==> src/rtl/pwm_seq_pkg.sv <==
package pwm_seq_pkg;

    typedef enum logic [2:0] {
        ST_IDLE,
        ST_PLAY,
        ST_DELAY,
        ST_HOLD,
        ST_STOPPING
    } pwm_state_e;

    // shortcut mask bit positions
    localparam int SC_END0_STOP   = 0;
    localparam int SC_END1_STOP   = 1;
    localparam int SC_DONE_START0 = 2;
    localparam int SC_DONE_START1 = 3;
    localparam int SC_DONE_STOP   = 4;
    localparam int SC_W           = 5;

endpackage

==> src/rtl/pwm_task_merge.sv <==
module pwm_task_merge
    import pwm_seq_pkg::*;
(
    input  logic [1:0]      start_i,
    input  logic            stop_i,
    input  logic            step_i,
    input  logic [SC_W-1:0] shortcut_i,
    input  logic [1:0]      seqend_ev_i,
    input  logic            done_ev_i,
    output logic [1:0]      start_o,
    output logic            stop_o,
    output logic            step_o
);

    logic [1:0] end_stop;

    // each sequence-end event may request a stop through its own mask bit
    for (genvar s = 0; s < 2; s++) begin : g_end_stop
        assign end_stop[s] = seqend_ev_i[s] && shortcut_i[SC_END0_STOP + s];
    end

    assign start_o[0] = start_i[0] | (done_ev_i & shortcut_i[SC_DONE_START0]);
    assign start_o[1] = start_i[1] | (done_ev_i & shortcut_i[SC_DONE_START1]);
    assign stop_o     = stop_i | (|end_stop) | (done_ev_i & shortcut_i[SC_DONE_STOP]);
    assign step_o     = step_i;

endmodule

==> src/rtl/pwm_period_tally.sv <==
module pwm_period_tally #(
    parameter int W = 16
) (
    input  logic         clk,
    input  logic         rst_n,
    input  logic         clr_i,
    input  logic         inc_i,
    output logic [W-1:0] q_o
);

    always_ff @(posedge clk or negedge rst_n) begin
        if (!rst_n) begin
            q_o <= '0;
        end else if (clr_i) begin
            q_o <= '0;
        end else if (inc_i) begin
            q_o <= q_o + W'(1);
        end
    end

endmodule

==> src/rtl/pwm_seq_ctrl.sv <==
module pwm_seq_ctrl
    import pwm_seq_pkg::*;
#(
    parameter int LEN_W  = 15,
    parameter int CNT_W  = 24,
    parameter int LOOP_W = 16
) (
    input  logic              clk,
    input  logic              rst_n,
    input  logic [1:0]        start_i,
    input  logic              stop_i,
    input  logic              step_i,
    input  logic              period_end_i,
    input  logic              step_mode_i,
    input  logic [LOOP_W-1:0] loop_cnt_i,
    input  logic [LEN_W-1:0]  seq0_len_i,
    input  logic [LEN_W-1:0]  seq1_len_i,
    input  logic [CNT_W-1:0]  seq0_refresh_i,
    input  logic [CNT_W-1:0]  seq1_refresh_i,
    input  logic [CNT_W-1:0]  seq0_delay_i,
    input  logic [CNT_W-1:0]  seq1_delay_i,
    input  logic [SC_W-1:0]   shortcut_i,
    output logic              run_o,
    output logic              fetch_o,
    output logic              fetch_seq_o,
    output logic [LEN_W-1:0]  fetch_idx_o,
    output logic [1:0]        ev_started_o,
    output logic [1:0]        ev_seqend_o,
    output logic              ev_period_o,
    output logic              ev_loops_done_o,
    output logic              ev_stopped_o
);

    localparam logic [LEN_W-1:0]  LEN_ONE  = LEN_W'(1);
    localparam logic [CNT_W-1:0]  CNT_ONE  = CNT_W'(1);
    localparam logic [LOOP_W-1:0] LOOP_ONE = LOOP_W'(1);

    // ---------------- state ----------------
    pwm_state_e        state, nxt_state;
    logic              cur_seq, nxt_seq;
    logic [LEN_W-1:0]  idx, nxt_idx;
    logic [LOOP_W-1:0] loops_left, nxt_loops;
    logic              loop_on, nxt_loop_on;

    // ---------------- effective tasks ----------------
    logic [1:0] eff_start;
    logic       eff_stop, eff_step;

    pwm_task_merge u_merge (
        .start_i     (start_i),
        .stop_i      (stop_i),
        .step_i      (step_i),
        .shortcut_i  (shortcut_i),
        .seqend_ev_i (ev_seqend_o),
        .done_ev_i   (ev_loops_done_o),
        .start_o     (eff_start),
        .stop_o      (eff_stop),
        .step_o      (eff_step)
    );

    // ---------------- period tally ----------------
    logic             tal_clr, tal_inc;
    logic [CNT_W-1:0] tally_q;

    pwm_period_tally #(.W(CNT_W)) u_tally (
        .clk   (clk),
        .rst_n (rst_n),
        .clr_i (tal_clr),
        .inc_i (tal_inc),
        .q_o   (tally_q)
    );

    // ---------------- per-sequence config selection ----------------
    logic [LEN_W-1:0] len_a [2];
    logic [CNT_W-1:0] ref_a [2];
    logic [CNT_W-1:0] dly_a [2];

    assign len_a[0] = seq0_len_i;
    assign len_a[1] = seq1_len_i;
    assign ref_a[0] = seq0_refresh_i;
    assign ref_a[1] = seq1_refresh_i;
    assign dly_a[0] = seq0_delay_i;
    assign dly_a[1] = seq1_delay_i;

    logic             other_seq;
    logic [LEN_W-1:0] len_cur;
    logic [CNT_W-1:0] ref_cur, dly_cur;
    logic             last_val, final_seq;

    assign other_seq = ~cur_seq;
    assign len_cur   = len_a[cur_seq];
    assign ref_cur   = ref_a[cur_seq];
    assign dly_cur   = dly_a[cur_seq];
    assign last_val  = (idx == len_cur - LEN_ONE);
    assign final_seq = loop_on && cur_seq && (loops_left == LOOP_ONE);

    // ---------------- start qualification ----------------
    logic start_req, start_sel, start_ok, stop_acc;

    assign start_req = |eff_start;
    assign start_sel = eff_start[0] ? 1'b0 : 1'b1;
    assign start_ok  = start_req && (len_a[start_sel] != '0) &&
                       ((loop_cnt_i == '0) || ((seq0_len_i != '0) && (seq1_len_i != '0)));
    assign stop_acc  = eff_stop && (state != ST_IDLE) && (state != ST_STOPPING);

    // ---------------- next-state logic ----------------
    logic             launch, seq_switch, to_hold, val_done;
    logic             do_fetch, fetch_seq_n;
    logic [LEN_W-1:0] fetch_idx_n;
    logic [1:0]       started_n, seqend_n;
    logic             done_n, stopped_n, period_n;

    always_comb begin
        nxt_state   = state;
        nxt_seq     = cur_seq;
        nxt_idx     = idx;
        nxt_loops   = loops_left;
        nxt_loop_on = loop_on;
        tal_clr     = 1'b0;
        tal_inc     = 1'b0;
        launch      = 1'b0;
        seq_switch  = 1'b0;
        to_hold     = 1'b0;
        val_done    = 1'b0;
        do_fetch    = 1'b0;
        fetch_seq_n = cur_seq;
        fetch_idx_n = idx;
        started_n   = '0;
        done_n      = 1'b0;
        stopped_n   = 1'b0;

        unique case (state)
            ST_IDLE, ST_HOLD: begin
                if (stop_acc) begin
                    nxt_state = ST_STOPPING;
                end else if (start_ok) begin
                    launch = 1'b1;
                end
            end
            ST_PLAY: begin
                if (stop_acc) begin
                    nxt_state = ST_STOPPING;
                end else begin
                    if (step_mode_i) begin
                        val_done = eff_step;
                    end else begin
                        val_done = period_end_i &&
                                   ((tally_q == ref_cur) || (final_seq && last_val));
                        tal_inc  = period_end_i && !val_done;
                    end
                    if (val_done) begin
                        if (!last_val) begin
                            nxt_idx     = idx + LEN_ONE;
                            tal_clr     = 1'b1;
                            do_fetch    = 1'b1;
                            fetch_idx_n = idx + LEN_ONE;
                        end else if (final_seq) begin
                            done_n  = 1'b1;
                            to_hold = 1'b1;
                        end else if (!step_mode_i && (dly_cur != '0)) begin
                            nxt_state = ST_DELAY;
                            tal_clr   = 1'b1;
                        end else if (loop_on) begin
                            seq_switch = 1'b1;
                        end else begin
                            to_hold = 1'b1;
                        end
                    end
                end
            end
            ST_DELAY: begin
                if (stop_acc) begin
                    nxt_state = ST_STOPPING;
                end else if (period_end_i) begin
                    if (tally_q == dly_cur - CNT_ONE) begin
                        if (loop_on) seq_switch = 1'b1;
                        else         to_hold    = 1'b1;
                    end else begin
                        tal_inc = 1'b1;
                    end
                end
            end
            ST_STOPPING: begin
                if (period_end_i) begin
                    nxt_state = ST_IDLE;
                    stopped_n = 1'b1;
                end
            end
            default: nxt_state = ST_IDLE;
        endcase

        if (launch) begin
            nxt_state            = ST_PLAY;
            nxt_seq              = start_sel;
            nxt_idx              = '0;
            nxt_loops            = loop_cnt_i;
            nxt_loop_on          = (loop_cnt_i != '0);
            tal_clr              = 1'b1;
            do_fetch             = 1'b1;
            fetch_seq_n          = start_sel;
            fetch_idx_n          = '0;
            started_n[start_sel] = 1'b1;
        end

        if (seq_switch) begin
            nxt_state            = ST_PLAY;
            nxt_seq              = other_seq;
            nxt_idx              = '0;
            tal_clr              = 1'b1;
            if (cur_seq) nxt_loops = loops_left - LOOP_ONE;
            do_fetch             = 1'b1;
            fetch_seq_n          = other_seq;
            fetch_idx_n          = '0;
            started_n[other_seq] = 1'b1;
        end

        if (to_hold) begin
            nxt_state = ST_HOLD;
        end
    end

    for (genvar s = 0; s < 2; s++) begin : g_seqend
        assign seqend_n[s] = do_fetch && (fetch_seq_n == s[0]) &&
                             (fetch_idx_n == len_a[s] - LEN_ONE);
    end

    assign period_n = period_end_i && (state != ST_IDLE);

    // ---------------- state register ----------------
    always_ff @(posedge clk or negedge rst_n) begin
        if (!rst_n) begin
            state      <= ST_IDLE;
            cur_seq    <= 1'b0;
            idx        <= '0;
            loops_left <= '0;
            loop_on    <= 1'b0;
        end else begin
            state      <= nxt_state;
            cur_seq    <= nxt_seq;
            idx        <= nxt_idx;
            loops_left <= nxt_loops;
            loop_on    <= nxt_loop_on;
        end
    end

    // ---------------- registered outputs ----------------
    always_ff @(posedge clk or negedge rst_n) begin
        if (!rst_n) begin
            fetch_o         <= 1'b0;
            fetch_seq_o     <= 1'b0;
            fetch_idx_o     <= '0;
            ev_started_o    <= '0;
            ev_seqend_o     <= '0;
            ev_period_o     <= 1'b0;
            ev_loops_done_o <= 1'b0;
            ev_stopped_o    <= 1'b0;
        end else begin
            fetch_o         <= do_fetch;
            if (do_fetch) begin
                fetch_seq_o <= fetch_seq_n;
                fetch_idx_o <= fetch_idx_n;
            end
            ev_started_o    <= started_n;
            ev_seqend_o     <= seqend_n;
            ev_period_o     <= period_n;
            ev_loops_done_o <= done_n;
            ev_stopped_o    <= stopped_n;
        end
    end

    assign run_o = (state != ST_IDLE);

    // ---------------- assertions ----------------
    a_r2_started_fetches_first: assert property (@(posedge clk) disable iff (!rst_n)
        (|ev_started_o) |-> (fetch_o && (fetch_idx_o == '0) && run_o));

    a_r2_one_start_event: assert property (@(posedge clk) disable iff (!rst_n)
        $onehot0(ev_started_o));

    a_r4_seqend_with_fetch: assert property (@(posedge clk) disable iff (!rst_n)
        (|ev_seqend_o) |-> (fetch_o && ev_seqend_o[fetch_seq_o]));

    a_r7_done_holds: assert property (@(posedge clk) disable iff (!rst_n)
        ev_loops_done_o |-> (state == ST_HOLD));

    a_r8_no_period_idle: assert property (@(posedge clk) disable iff (!rst_n)
        (state == ST_IDLE && !$past(run_o)) |-> ##1 !ev_period_o);

    a_r9_stopped_idle: assert property (@(posedge clk) disable iff (!rst_n)
        ev_stopped_o |-> (!run_o && $past(state == ST_STOPPING)));

    a_r9_fetch_only_running: assert property (@(posedge clk) disable iff (!rst_n)
        fetch_o |-> run_o);

endmodule

==> config.mk <==
export PLATFORM = sky130hd
export DESIGN_NAME = pwm_seq_ctrl
export DESIGN_NICKNAME = d
export VERILOG_FILES = /design/src/rtl/pwm_seq_pkg.sv /design/src/rtl/pwm_task_merge.sv /design/src/rtl/pwm_period_tally.sv /design/src/rtl/pwm_seq_ctrl.sv
export SDC_FILE = /design/constraint.sdc
export NUM_CORES = 1
export LEC_CHECK = 0
export BUFFER_PORTS_ARGS = -buffer_cell sky130_fd_sc_hd__buf_2
export CAP_MARGIN = 5
export CORE_MARGIN = 4
export CORE_UTILIZATION = 41
export DETAILED_ROUTE_END_ITERATION = 16
export PLACE_DENSITY = 0.66
export SYNTH_ARGS = -nofsm -noshare
export SYNTH_HDL_FRONTEND = slang
export SYNTH_SLANG_ARGS = --single-unit
export TNS_END_PERCENT = 1
==> constraint.sdc <==
create_clock -name clk -period 16.3 [get_ports clk]
set_input_delay 2.445 -clock clk [delete_from_list [all_inputs] [get_ports clk]]
set_output_delay 2.445 -clock clk [all_outputs]
set_load 0.05 [all_outputs]
==> impl.org <==
** Run status
- Status :: completed

** Synthesis
- Avg Cell Area, Syn :: 8.08 µm²
- Count leader, synth :: sky130_fd_sc_hd__nor2_1
- Synthesis instantiated 85 different standard cells from the library.
- Summed over all instances, the cell type with the most area after synthesis is sky130_fd_sc_hd__dfrtp_1.
- The synthesized design contains 0 enable-type register cells.
- The share of the Yosys chip area taken by registers is approximately a quarter.
- Cell types with the highest counts after synthesis :: 111 x sky130_fd_sc_hd__nor2_1, 108 x sky130_fd_sc_hd__xnor2_1, 84 x sky130_fd_sc_hd__dfrtp_1, 69 x sky130_fd_sc_hd__nand2_1, 66 x sky130_fd_sc_hd__mux2i_1
- After synthesis the cells add up to 8690 µm².
- Asr flop ratio synth :: 100%
- Counting every instance in the synthesized netlist gives roughly 1.1k.
- Counting every net in the synthesized netlist gives about 1.2k.
- For this run, the number of Yosys warnings is 0.
- Largest cells by area after synthesis :: sky130_fd_sc_hd__dfrtp_1 24%, sky130_fd_sc_hd__xnor2_1 11%, sky130_fd_sc_hd__mux2i_1 7.6%
- After synthesis the netlist holds a flip-flop and latch count of 84.
- In the synthesized netlist the dominant register cell turns out to be sky130_fd_sc_hd__dfrtp_1.
- Area share of the largest cell type after synthesis :: 24.2%

** Clock tree
- Number of sinks on the clock net :: 84
- Once the clock tree was built, the setup fixing pass inserted 0 buffers.
- Clock insertion delay at the later pin of the skew report :: ~0.35 ns
- No sink is reached through more buffers than the 2 on the longest clock path.
- After clock tree synthesis, the repair step resized 0 gates.
- TritonCTS clock tree :: done
- Root buf cell :: sky130_fd_sc_hd__clkbuf_16
- The H-tree was split into 3 levels.
- Buffers inserted during clock tree synthesis total 9.
- Hold repair after CTS inserted 0 buffers.
- Register clock-pin slew on the reported worst setup and hold paths :: about 0.070 ns

** STA
- Setup repair after global routing missed its margin :: no
- Maximum clock frequency :: roughly 150 MHz
- In the finished design, the share of the clock period the worst path needs comes to 41.8%.
- Setup Viol. Count Final :: 0
- For the pin with the worst max-slew slack, the measured transition is around 0.83 ns.
- Number of pins exceeding their max-slew limit in the final report :: 0
- Final count of hold timing violations :: 0
- Worst rel slew slack :: ~44%
- Final Skew :: just over 0.009 ns
- Adding up every negative setup slack in the final design gives 0 ns.
- Hold timing on the final database bottoms out at a slack of ~0.48 ns.
- Min cycle time layout :: between 6 and 7 ns

** Final layout
- The number of antenna diodes in the final layout is 0.
- Cells with a size suffix above 1 make up between 10% and 20% of the layout.
- Syn-to-layout area delta :: 14.1%
- Final net count :: around 1.4k

** Pwr
- Worst voltage drop across the vdd grid :: 0.0557 mV
- Static Leak :: a little under 4 nW
- In this run, the clock network consumes between 10% and 20% of the power.
- Power spread over the standard cell area amounts to about 110 nW/µm².
- In this run, the combinational gates consume 50.9% of the power.
- Final Power :: around 1.1 mW
- Switching part of the total power :: 45.9%
- Sequential fraction of design power :: between 20% and 30%
- Internal portion of total power :: approximately 590 µW
- Summed over all nets, the switching power comes to 497 µW.

** Setup path
- Worst Setup Start Kind :: input pin
- Of all nets on the critical path, the largest fanout is 46.
- Crit path required time :: roughly 17 ns
- Critical Path End Type :: register
- Type of the worst setup path :: input pin to register
- Data arrival, critical path :: 7.07 ns
- Number of cells on the worst reg-to-reg path :: 15

** Global route
- Entering global routing, the biggest net connects between 70 and 80 pins.
- After global routing the overflow that remains totals 0.
- Number of global-route vias before repair :: a little over 8k
- The first global-routing pass estimated ~45000 µm of wire.
- The initial antenna violation count came to 2.
- Gr usage total :: between 20% and 30%

** Die
- Die area :: between 20000 and 25000 µm²
- Initial Utilization :: ~42%
- Number of ports placed on the die boundary :: 180
- Area of the core region :: 20600 µm²
- Measured along the x axis, the die boundary spans roughly 150 µm.
- Floorplan row count :: 52
- The floorplan step set the die height to 154 µm.

** Flow run
- Across the run, the number of max-cap violations was 0.

** Drt
- The first routing iteration left a little over 600 violations.
- Remaining number of nets flagged by the antenna check after routing :: 0
- Using the TritonRoute via totals, the vias-per-cell ratio works out to about 6.
- DRC viols :: 0
- Number of search-and-repair iterations in the first detailed-routing pass :: 6
- Wire per inst :: roughly 19 µm
- For this block, the via count after detailed routing is between 8k and 9k.
- Final wirelength :: ~29000 µm

** Min path
- Counting instances, the worst hold path has a depth of 2.
- The worst hold path belongs to the class register to register.

** Place
- HPWL Detailed :: approximately 23000 µm
- Weighted congestion reported at the end of routability-driven placement :: 1.05
- IO Port Bufs :: 179
[cell families (layout without fill, tap and decap cells)]
| family | Yosys count | in the layout | share of synthesized area (%) |
|---|---|---|---|
| buffers and inverters | 113 | 243 | 6.06 |
| XOR/XNOR | 147 | 147 | 15.0 |
| AND/OR/NAND/NOR | 428 | 428 | 26.3 |
| flip-flops | 84 | 84 | 24.2 |
| AO/OA/AOI/OAI | 226 | 226 | 19.2 |
| multiplexers | 69 | 69 | 7.99 |
| adder cells (fa/ha/maj) | 9 | 9 | 1.30 |
[worst paths after layout]
check                            endpoint      startpoint  slack (ns)
max in group asynchronous  u_tally.q_o[9]           rst_n       13.17
setup reg to reg           ev_seqend_o[0]         cur_seq        9.85
setup / recovery           ev_seqend_o[0]   seq0_len_i[0]        9.49
hold reg to reg            fetch_idx_o[1]  fetch_idx_o[1]        0.48
min in group asynchronous  fetch_idx_o[8]           rst_n        2.05
hold / removal             fetch_idx_o[1]  fetch_idx_o[1]        0.48
[stage by stage]
| step | setup WS (ns) | utilization [%] | cell area (µm²) | std cells |
|---|---|---|---|---|
| 2_1_floorplan | 10.09 | - | 8690 | 1076 |
| 3_3_place_gp | 9.26 | 46.8 | 9610 | 1460 |
| 3_5_place_dp | 9.16 | 46.8 | 9610 | 1460 |
| 4_1_cts | 9.53 | 48.2 | 9910 | 1476 |
| 5_1_grt | 9.20 | 48.2 | 9910 | 1476 |
| 6_report | 9.49 | 48.2 | 9910 | 1476 |
[cells in the final DEF, fill, tap and decap left out, drive strengths merged, types with 6 or more instances in the layout]
cell type  count
nand2         69
nor3          41
a21oi         49
nor3b         11
nor4b          8
and2          11
and3           9
nand2b        12
nand3         27
a22oi          6
or2            6
nand4         16
mux2i         66
inv           43
or3           30
o22a           6
or3b           8
clkbuf         9
a211oi        20
nand3b         8
o21a          12
o31ai         10
a2111oi       12
xor2          38
or4           11
o22ai          9
ha             9
nor2         112
o21ai         29
nor2b          6
dfrtp         84
xnor2        108
buf          186
a31oi         12
nor4          30
[cell type report]
class / count / area, µm²
Inverter: 41 / 154
Tap cell: 270 / 338
Sequential cell: 84 / 2110
Multi-Input combinational cell: 879 / 6070
Timing Repair Buffer: 186 / 951
Clock inverter: 7 / 75.1
Clock buffer: 9 / 225
Fill cell: 2048 / 10600
[flip-flops by register name, indices dropped and copies added (netlist names)]
name / count
cur_seq: 1
ev_loops_done_o: 1
ev_period_o: 1
ev_seqend_o: 2
ev_started_o: 2
ev_stopped_o: 1
fetch_idx_o: 15
fetch_o: 1
fetch_seq_o: 1
idx: 15
loop_on: 1
loops_left: 16
state: 3
u_tally.q_o: 24
[worst max-delay path, stage by stage]
cell,delay [ns]
sky130_fd_sc_hd__buf_2,0.13
sky130_fd_sc_hd__or4_1,0.67
sky130_fd_sc_hd__nand2b_1,0.36
sky130_fd_sc_hd__o21ba_1,0.30
sky130_fd_sc_hd__a211o_1,0.32
sky130_fd_sc_hd__a31oi_1,0.53
sky130_fd_sc_hd__nand4b_1,0.26
sky130_fd_sc_hd__o211ai_4,0.18
sky130_fd_sc_hd__buf_4,0.47
sky130_fd_sc_hd__a21oi_2,0.13
sky130_fd_sc_hd__xnor2_1,0.16
sky130_fd_sc_hd__a2111o_1,0.41
sky130_fd_sc_hd__or4_1,0.49
sky130_fd_sc_hd__a2111oi_2,0.21
[routing by layer]
metal  wire (µm)  vias to the layer above  global-route usage [%]
met2       13900                      331                    39.6
met4        1030                        4                    9.42
li1            -                     4183                       -
met5          22                        -                       0
met1       12200                     4116                    30.7
met3        1500                       61                    3.04
[power by group through the flow]
stage          Sequential [mW]  Combinational [mW]  Clock (mW)
2_1_floorplan            0.350               0.392           0
3_3_place_gp             0.319               0.541           0
3_5_place_dp             0.320               0.546           0
4_1_cts                  0.316               0.549       0.219
5_1_grt                  0.327               0.598       0.227
6_report                 0.317               0.551       0.215
(Power assumes the default switching activity.)
